### src/rtl/sbsram_pkg.sv
package sbsram_pkg;

    localparam int LANES  = 4;
    localparam int LANE_W = 9;
    localparam int WORD_W = LANES * LANE_W;

    typedef enum logic [2:0] {
        CYC_IDLE,
        CYC_RD_START,
        CYC_WR_START,
        CYC_ADVANCE,
        CYC_HOLD
    } cyc_kind_t;

    typedef struct packed {
        logic             adsp_n;
        logic             adsc_n;
        logic             adv_n;
        logic             ce1_n;
        logic             ce2;
        logic             ce3_n;
        logic             gw_n;
        logic             we_n;
        logic [LANES-1:0] bsel_n;
    } strobe_t;

    // all three enables in their active state
    function automatic logic chip_enabled(strobe_t s);
        return !s.ce1_n && s.ce2 && !s.ce3_n;
    endfunction

    // lanes a write would touch; global write wins over everything else
    function automatic logic [LANES-1:0] lane_mask(strobe_t s);
        if (!s.gw_n)
            return '1;
        if (!s.we_n)
            return ~s.bsel_n;
        return '0;
    endfunction

    function automatic cyc_kind_t classify(strobe_t s);
        if (!s.adsp_n && !s.ce1_n)
            return chip_enabled(s) ? CYC_RD_START : CYC_IDLE;
        if (!s.adsc_n) begin
            if (!chip_enabled(s))
                return CYC_IDLE;
            return (lane_mask(s) != '0) ? CYC_WR_START : CYC_RD_START;
        end
        return s.adv_n ? CYC_HOLD : CYC_ADVANCE;
    endfunction

endpackage

### src/rtl/sbsram_decode.sv
module sbsram_decode
    import sbsram_pkg::*;
(
    input  strobe_t          ctl,
    output cyc_kind_t        kind,
    output logic [LANES-1:0] lanes
);

    always_comb begin
        kind  = classify(ctl);
        lanes = lane_mask(ctl);
    end

endmodule

### src/rtl/sbsram_burst_state.sv
module sbsram_burst_state
    import sbsram_pkg::*;
#(
    parameter int ADDR_W = 6
) (
    input  logic              clk,
    input  logic              rst,
    input  cyc_kind_t         kind,
    input  logic [LANES-1:0]  lanes_in,
    input  logic [ADDR_W-1:0] ext_addr,
    input  logic [1:0]        next_lo,
    input  logic [WORD_W-1:0] din,
    output logic              sel_q,
    output logic              wr_q,
    output logic [ADDR_W-1:0] addr_q,
    output logic [LANES-1:0]  lanes_q,
    output logic [WORD_W-1:0] data_q
);

    localparam int HI_W = ADDR_W - 2;

    logic [LANES-1:0] burst_lanes;

    // inside a running write burst the lane decode of this cycle applies
    assign burst_lanes = (sel_q && wr_q) ? lanes_in : '0;

    always_ff @(posedge clk) begin
        if (rst) begin
            sel_q   <= 1'b0;
            wr_q    <= 1'b0;
            addr_q  <= '0;
            lanes_q <= '0;
            data_q  <= '0;
        end else begin
            data_q <= din;
            unique case (kind)
                CYC_IDLE: begin
                    sel_q   <= 1'b0;
                    lanes_q <= '0;
                end
                CYC_RD_START: begin
                    sel_q   <= 1'b1;
                    wr_q    <= 1'b0;
                    addr_q  <= ext_addr;
                    lanes_q <= '0;
                end
                CYC_WR_START: begin
                    sel_q   <= 1'b1;
                    wr_q    <= 1'b1;
                    addr_q  <= ext_addr;
                    lanes_q <= lanes_in;
                end
                CYC_ADVANCE: begin
                    addr_q  <= {addr_q[ADDR_W-1 -: HI_W], next_lo};
                    lanes_q <= burst_lanes;
                end
                CYC_HOLD: begin
                    lanes_q <= burst_lanes;
                end
                default: begin
                    sel_q   <= 1'b0;
                    lanes_q <= '0;
                end
            endcase
        end
    end

endmodule

### src/rtl/sbsram_array.sv
module sbsram_array
    import sbsram_pkg::*;
#(
    parameter int ADDR_W = 6,
    parameter int DEPTH  = 1 << ADDR_W
) (
    input  logic              clk,
    input  logic [LANES-1:0]  wr_lanes,
    input  logic [ADDR_W-1:0] wr_addr,
    input  logic [WORD_W-1:0] wr_data,
    input  logic [ADDR_W-1:0] rd_addr,
    output logic [WORD_W-1:0] rd_data
);

    for (genvar g = 0; g < LANES; g++) begin : g_lane
        logic [LANE_W-1:0] bank [DEPTH];

        always_ff @(posedge clk) begin
            if (wr_lanes[g])
                bank[wr_addr] <= wr_data[g*LANE_W +: LANE_W];
        end

        assign rd_data[g*LANE_W +: LANE_W] = bank[rd_addr];
    end

endmodule

### src/rtl/sbsram_core.sv
module sbsram_core
    import sbsram_pkg::*;
#(
    parameter int ADDR_W = 6
) (
    input  logic              clk,
    input  logic              rst,
    input  logic [ADDR_W-1:0] addr,
    input  logic [1:0]        next_lo,
    input  logic              adsp_n,
    input  logic              adsc_n,
    input  logic              adv_n,
    input  logic              ce1_n,
    input  logic              ce2,
    input  logic              ce3_n,
    input  logic              gw_n,
    input  logic              we_n,
    input  logic [LANES-1:0]  bsel_n,
    input  logic              oe_n,
    input  logic [WORD_W-1:0] dq_i,
    output logic [WORD_W-1:0] dq_o,
    output logic              dq_oe
);

    strobe_t           ctl;
    cyc_kind_t         kind;
    logic [LANES-1:0]  dec_lanes;
    logic              sel_q;
    logic              wr_q;
    logic [ADDR_W-1:0] addr_q;
    logic [LANES-1:0]  lanes_q;
    logic [WORD_W-1:0] data_q;
    logic [WORD_W-1:0] rd_word;

    assign ctl = '{adsp_n: adsp_n, adsc_n: adsc_n, adv_n: adv_n,
                   ce1_n: ce1_n, ce2: ce2, ce3_n: ce3_n,
                   gw_n: gw_n, we_n: we_n, bsel_n: bsel_n};

    sbsram_decode u_dec (
        .ctl   (ctl),
        .kind  (kind),
        .lanes (dec_lanes)
    );

    sbsram_burst_state #(.ADDR_W(ADDR_W)) u_state (
        .clk      (clk),
        .rst      (rst),
        .kind     (kind),
        .lanes_in (dec_lanes),
        .ext_addr (addr),
        .next_lo  (next_lo),
        .din      (dq_i),
        .sel_q    (sel_q),
        .wr_q     (wr_q),
        .addr_q   (addr_q),
        .lanes_q  (lanes_q),
        .data_q   (data_q)
    );

    // write commits one edge after capture from the registered stage
    sbsram_array #(.ADDR_W(ADDR_W)) u_mem (
        .clk      (clk),
        .wr_lanes (lanes_q),
        .wr_addr  (addr_q),
        .wr_data  (data_q),
        .rd_addr  (addr_q),
        .rd_data  (rd_word)
    );

    assign dq_o  = rd_word;
    assign dq_oe = sel_q && !wr_q && !oe_n;

endmodule

### config.mk
export PLATFORM = sky130hd
export DESIGN_NAME = sbsram_core
export DESIGN_NICKNAME = d
export VERILOG_FILES = /design/src/rtl/sbsram_pkg.sv /design/src/rtl/sbsram_decode.sv /design/src/rtl/sbsram_burst_state.sv /design/src/rtl/sbsram_array.sv /design/src/rtl/sbsram_core.sv
export SDC_FILE = /design/constraint.sdc
export NUM_CORES = 2
export LEC_CHECK = 0
export BUFFER_PORTS_ARGS = -buffer_cell sky130_fd_sc_hd__buf_2
export CAP_MARGIN = 20
export CORE_MARGIN = 2
export CORE_UTILIZATION = 45
export CTS_BUF_LIST = sky130_fd_sc_hd__clkbuf_4
export CTS_CLUSTER_DIAMETER = 40
export DETAILED_ROUTE_END_ITERATION = 8
export SETUP_SLACK_MARGIN = 0.4
export SYNTH_ARGS = -nofsm -noshare
export SYNTH_HDL_FRONTEND = slang
export SYNTH_SLANG_ARGS = --single-unit
### constraint.sdc
create_clock -name clk -period 3.2 [get_ports clk]
set_input_delay 0.32 -clock clk [delete_from_list [all_inputs] [get_ports clk]]
set_output_delay 0.32 -clock clk [all_outputs]
set_load 0.03 [all_outputs]
* Word-level counts from Yosys, hierarchy flattened
Memories as Yosys holds them, arrays and structs flattened.
Cells that the tools add are included.
** Word-level totals
- Memories :: 4
- Output and inout bits :: 37
- Input bits :: 59
- Word-level logic and storage cells :: 80
- Bits in writable memories :: 2304
- Bits in registers :: 48
** Operators by class
- Bitwise gates (word level) :: 2
- Reductions and logical operators :: 17
- Equal/unequal tests :: 4
- Multiplexer cells :: 47
** Memories
- u_mem.g_lane[0].bank :: words 64, width 9, read ports 1, clocked after Yosys merged registers in 0, write ports 1, RTL line sbsram_array.sv:16 : logic [LANE_W-1:0] bank [DEPTH];
- u_mem.g_lane[1].bank :: words 64, width 9, read ports 1, clocked after Yosys merged registers in 0, write ports 1, RTL line sbsram_array.sv:16
- u_mem.g_lane[2].bank :: words 64, width 9, read ports 1, clocked after Yosys merged registers in 0, write ports 1, RTL line sbsram_array.sv:16
- u_mem.g_lane[3].bank :: words 64, width 9, read ports 1, clocked after Yosys merged registers in 0, write ports 1, RTL line sbsram_array.sv:16
** Operators with widths (count)
- $mux W4 :: 10
- $mux W1 :: 25
- $mux W3 :: 7
- $pmux W6 S2 :: 1
- $pmux W4 S2 :: 1
- $eq A3 B2 Y1 const B :: 2
- $logic_and A1 B1 Y1 :: 6
- $logic_not A1 Y1 :: 5
- $not A4 Y4 :: 1
- $pmux W1 S2 :: 2
- $reduce_bool A2 Y1 :: 2
- $reduce_bool A4 Y1 :: 1
- $reduce_or A2 Y1 :: 2
- $eq A3 B1 Y1 const B :: 1
- $eq A3 B3 Y1 const B :: 1
- $mux W2 :: 1
- $reduce_and A2 Y1 :: 1
- $not A1 Y1 :: 1

* Depth between registers and ports, before layout
- Depth after elaboration :: 27
- Mapped depth :: 12
- Depth with buffers taken out :: 6

* Modules after synthesis
A second synthesis with hierarchy kept.
** Second synthesis, totals
- Cells, all modules :: 4174
- Area, all modules :: 90855.9 sq um
** By module, submodules not included
- sbsram_array :: cells an instance 4027, area each 89213.1 sq um, times used 1, sequential area each 69186.4 sq um
- sbsram_burst_state :: cells an instance 131, area each 1544.0 sq um, times used 1, sequential area each 960.9 sq um
- sbsram_decode :: cells an instance 15, area each 86.3 sq um, times used 1, sequential area each 0.0 sq um
- sbsram_core :: cells an instance 1, area each 12.5 sq um, times used 1, sequential area each 0.0 sq um

* Worst setup path after synthesis
No wires, ideal clock.
- Path type :: flip-flop to flip-flop
- Start point :: register u_state.addr_q[2]
- End point :: memory u_mem.g_lane[0].bank[14][0], enable pin
- Library setup time :: 0.374 ns
- Setup slack :: 0.570 ns
- Stages on the path, launching flop included :: 11
- Data arrival time :: 2.256 ns
- Path through :: dfxtp_1 buf_6 buf_6 buf_6 buf_4 buf_2 buf_4 buf_2 nand2_1 clkbuf_1 nor2_1
** RTL lines
- start: declaration :: RTL line sbsram_burst_state.sv:15 : output logic [ADDR_W-1:0] addr_q,
- start signal: assignment :: RTL line sbsram_burst_state.sv:44 : addr_q <= ext_addr;
- start signal: assignment :: RTL line sbsram_burst_state.sv:50 : addr_q <= ext_addr;
- start signal: assignment :: RTL line sbsram_burst_state.sv:54 : addr_q <= {addr_q[ADDR_W-1 -: HI_W], next_lo};
- end: declaration :: RTL line sbsram_array.sv:16
No word-level cell before the write port.

* Worst setup path after layout
- Start point :: register u_state.addr_q[0]
- End point :: output dq_o[28]
** Between the ends
- Word-level cells in the longest chain between the ends :: 1
** Ends and longest elaborated chain
- $mem_v2 Z64 W9
- end: declaration :: RTL line sbsram_core.sv:21 : output logic [WORD_W-1:0] dq_o,
No other way between the ends.

==> results by group <==
Pwr
  • Sequential power share: 53.3%
  • Internal: 0.0491 W
  • Clock share of power: 39.6%
  • Switching share of power: 23.4%
  • Leak: 39.0 nW
  • P_sw: 0.0150 W
  • Pwr/cell area: 559 nW/um2
  • Max VDD drop: 0.000279 V
  • Comb pwr share: 7.1%

Timing
  • Final min period: 4.50 ns
  • Final setup viols: 36
  • Worst Clk Skew: 0.108 ns
  • Least-Margin Pin Slew: 1.10 ns
  • Rel. slew slack: 26.6%
  • Final critical-path share of the clock period: 141%
  • Final Hold Vio Count: 0
  • RSZ-0062 raised after global routing: true
  • Post-route setup slack: -1.30 ns
  • Max frequency: 222 MHz
  • Slew Limit Fails: 0
  • Hold_ws: 0.211 ns

Setup path
  • Crit path launch type: flip-flop
  • Worst Setup End Kind: output pin
  • Largest fanout on the critical path: 23
  • Crit path kind: flip-flop to output pin
  • Data required time at the worst endpoint: 2.88 ns
  • Crit path DAT: 4.18 ns

Detailed routing
  • Iter 0 DRT Violations: 7,764
  • First-pass DRT Iterations: 6
  • DRT Wirelength: 305,000 um
  • WL per Instance: 31.7 um
  • Antenna viol nets, final: 0
  • Vias per cell: 6.12
  • # DRC: 0
  • Vias: 58.9k

Floorplanning
  • Initial Utilization: 45.4%
  • DIE AREA: 206,000 um2
  • Core area: 200,000 um2
  • Die H: 454 um
  • IO Pins: 96
  • Rows: 164
  • Die Width: 454 um

Clocking
  • Inserted Clock Buffers: 616
  • Clock slew at reported path FFs: 0.06 ns
  • Later-pin clock latency in the skew report: 1.42 ns
  • CTS root buffer: clkbuf_4
  • CTS sink cnt: 2,352
  • Longest Clk Path Bufs: 4
  • H-tree levels: 6
  • CTS tree: done

Synthesis
  • Mapped Nets: 5,097
  • Synth area leader: edfxtp_1
  • Cell area after synthesis: 90,900 um2
  • Post-synth top cells: edfxtp_1 (2,304), nor2_1 (370), mux2i_1 (346), a221oi_1 (208), a22oi_1 (180)
  • Sequential-to-total area share from yosys stat: 77.1%
  • Syn. warnings: 0
  • Ys flop type: edfxtp_1
  • Post-Synthesis Cells: 5,038
  • #FFs+latches synth: 2,352
  • Post-synth EDFFs: 2,304
  • FFs w/ async S/R, synth: 0%
  • Distinct cells, synth: 66
  • Largest cells by area after synthesis: edfxtp_1 (76%), mux2i_1 (3.8%), mux4_2 (3.8%)
  • Syn Area/Cell: 18.0 um2
  • Top-area cell type share of the netlist area: 76.1%
  • Count leader, synth: edfxtp_1

GRT
  • First-pass GRT wire length: 422,000 um
  • Largest net degree at the start of global routing: 65
  • Total Routing Usage GR: 28.9%
  • Global route overflow: 0
  • Number of global-route vias before repair: 57.8k
  • Initial antenna violation count: 5

Placement
  • Detailed placement HPWL: 186,000 um
  • PortBufs: 95
  • Post-DP Area: 100,000 um2
  • Gpl congestion: 0.892

Cells and area
  • Ratio of cells with drive above 1 in the final layout: 38.8%
  • Reg area: 70,200 um2
  • Fillcell total: 15.5k
  • Net total in the final layout: 6,643
  • Layout area overhead: 26.1%
  • Footprint of the multi-input gates: 20,900 um2
  • Finished layout cell area: 115,000 um2

Status
  • Status: finished with violations
  • Failing checks: setup timing

Hold path
  • Hold WC Path Type: input port to flip-flop

Run
  • Max_cap viols: 0
==> kinds of logic (layout without fill, tap and decap cells) <==
group           Yosys count  after routing  synth area share (%)
compound gates         1018           1018                  8.09
other cells               0              7                     0
simple gates            669            672                  3.22
mux                     643            643                  9.39
flops                  2352           2352                  77.1
buf+inv                 356           2285                  2.15
==> power groups by stage <==
stage | combinational [W] | sequential [W] | clock [W]
after global placement | 0.00352 | 0.0348 | 0
after floorplan | 0.00164 | 0.0347 | 0
after CTS | 0.00421 | 0.0341 | 0.0257
final | 0.00458 | 0.0341 | 0.0254
after detailed placement | 0.00354 | 0.0348 | 0
after global routing | 0.00468 | 0.0341 | 0.0274
==> layer usage <==
| metal | vias to the layer above | share of wire, % | wire length, um | GRT usage [%] |
|---|---|---|---|---|
| li1 | 24100 | - | - | - |
| met1 | 30200 | 38 | 115000 | 38.7 |
| met2 | 3917 | 46 | 142000 | 45.0 |
| met3 | 737 | 11 | 33800 | 6.72 |
| met4 | 4 | 4.7 | 14300 | 13.2 |
| met5 | - | 0.0088 | 27 | 0 |
==> layout make-up <==
class                           count  share of cell area, %
Sequential cell                  2352                   61.2
Multi-Input combinational cell   2333                   18.2
Timing Repair Buffer             1277                   11.2
Clock buffer                      897                   5.87
Tap cell                         2656                   2.90
Clock inverter                    107                  0.562
Inverter                            4                 0.0240
Antenna cell                        7                 0.0153
==> path summary, 6_finish.rpt <==
kind,end,from,slack (ns),cells after the start
worst max register to register,u_mem.g_lane[0].bank[9][1],u_state.addr_q[0],0.35,9
worst min-delay path,u_state.lanes_q[0],we_n,0.21,5
worst max-delay path,dq_o[28],u_state.addr_q[0],-1.30,10
worst min register to register,u_mem.g_lane[2].bank[35][1],u_state.data_q[19],0.54,0
==> placed cells by master (no fill, tap or decap), types with 24 or more instances in the layout <==
cell type / instances
mux2_1: 28
mux2_2: 108
buf_2: 62
o22ai_1: 103
a21oi_1: 135
dfxtp_2: 36
clkbuf_4: 897
buf_4: 763
clkinv_1: 65
mux2i_1: 322
a22oi_1: 163
buf_16: 30
edfxtp_1: 2304
nand2_1: 122
nor2_2: 36
mux4_2: 152
buf_12: 116
nor2_1: 320
buf_8: 24
dlygate4sd3_1: 159
a221oi_2: 61
a221o_1: 41
a22o_1: 35
a221oi_1: 145
buf_6: 102
nor2b_1: 42
o21ai_0: 86
==> state kept, by name (all words and copies together), names as in the netlist <==
name,cells
u_mem.g_lane.bank,2304
u_state.data_q,36
u_state.addr_q,6
u_state.lanes_q,4
u_state.sel_q,1
u_state.wr_q,1
==> through the flow <==
stage	std cells	setup TNS [ns]	power [W]	worst slack [ns]	util (%)
after floorplan	5038	0	0.0364	0.570	-
after global placement	8238	-2.39	0.0383	-0.571	50.1
after detailed placement	8240	-1.82	0.0383	-0.379	50.1
after CTS	9514	-45.14	0.0640	-1.40	56.1
after global routing	9631	-45.59	0.0662	-1.38	57.2
final	9633	-42.72	0.0641	-1.30	57.2
==> worst max-delay path, stage by stage, from the launching register on <==
cell and delay [ns]:
dfxtp_4 0.40, bufbuf_16 0.29, nor2b_4 0.18, buf_12 0.27
buf_16 0.23, a22oi_1 0.12, and3_1 0.24, a31oi_4 0.23
o221ai_4 0.20, a2111o_1 0.39, buf_2 0.21
==> what timing repair did <==
item | in CTS | in global routing
pin swaps | 75 | 88
endpoints found under the setup margin | 445 | 352
gates cloned | 13 | 18
endpoints found under the hold margin | 48 | 0
hold buffers | 161 | 0
buffers inserted | 96 | 95
resized for setup | 424 | 210
Note: power is estimated with default switching activity, not from simulation.
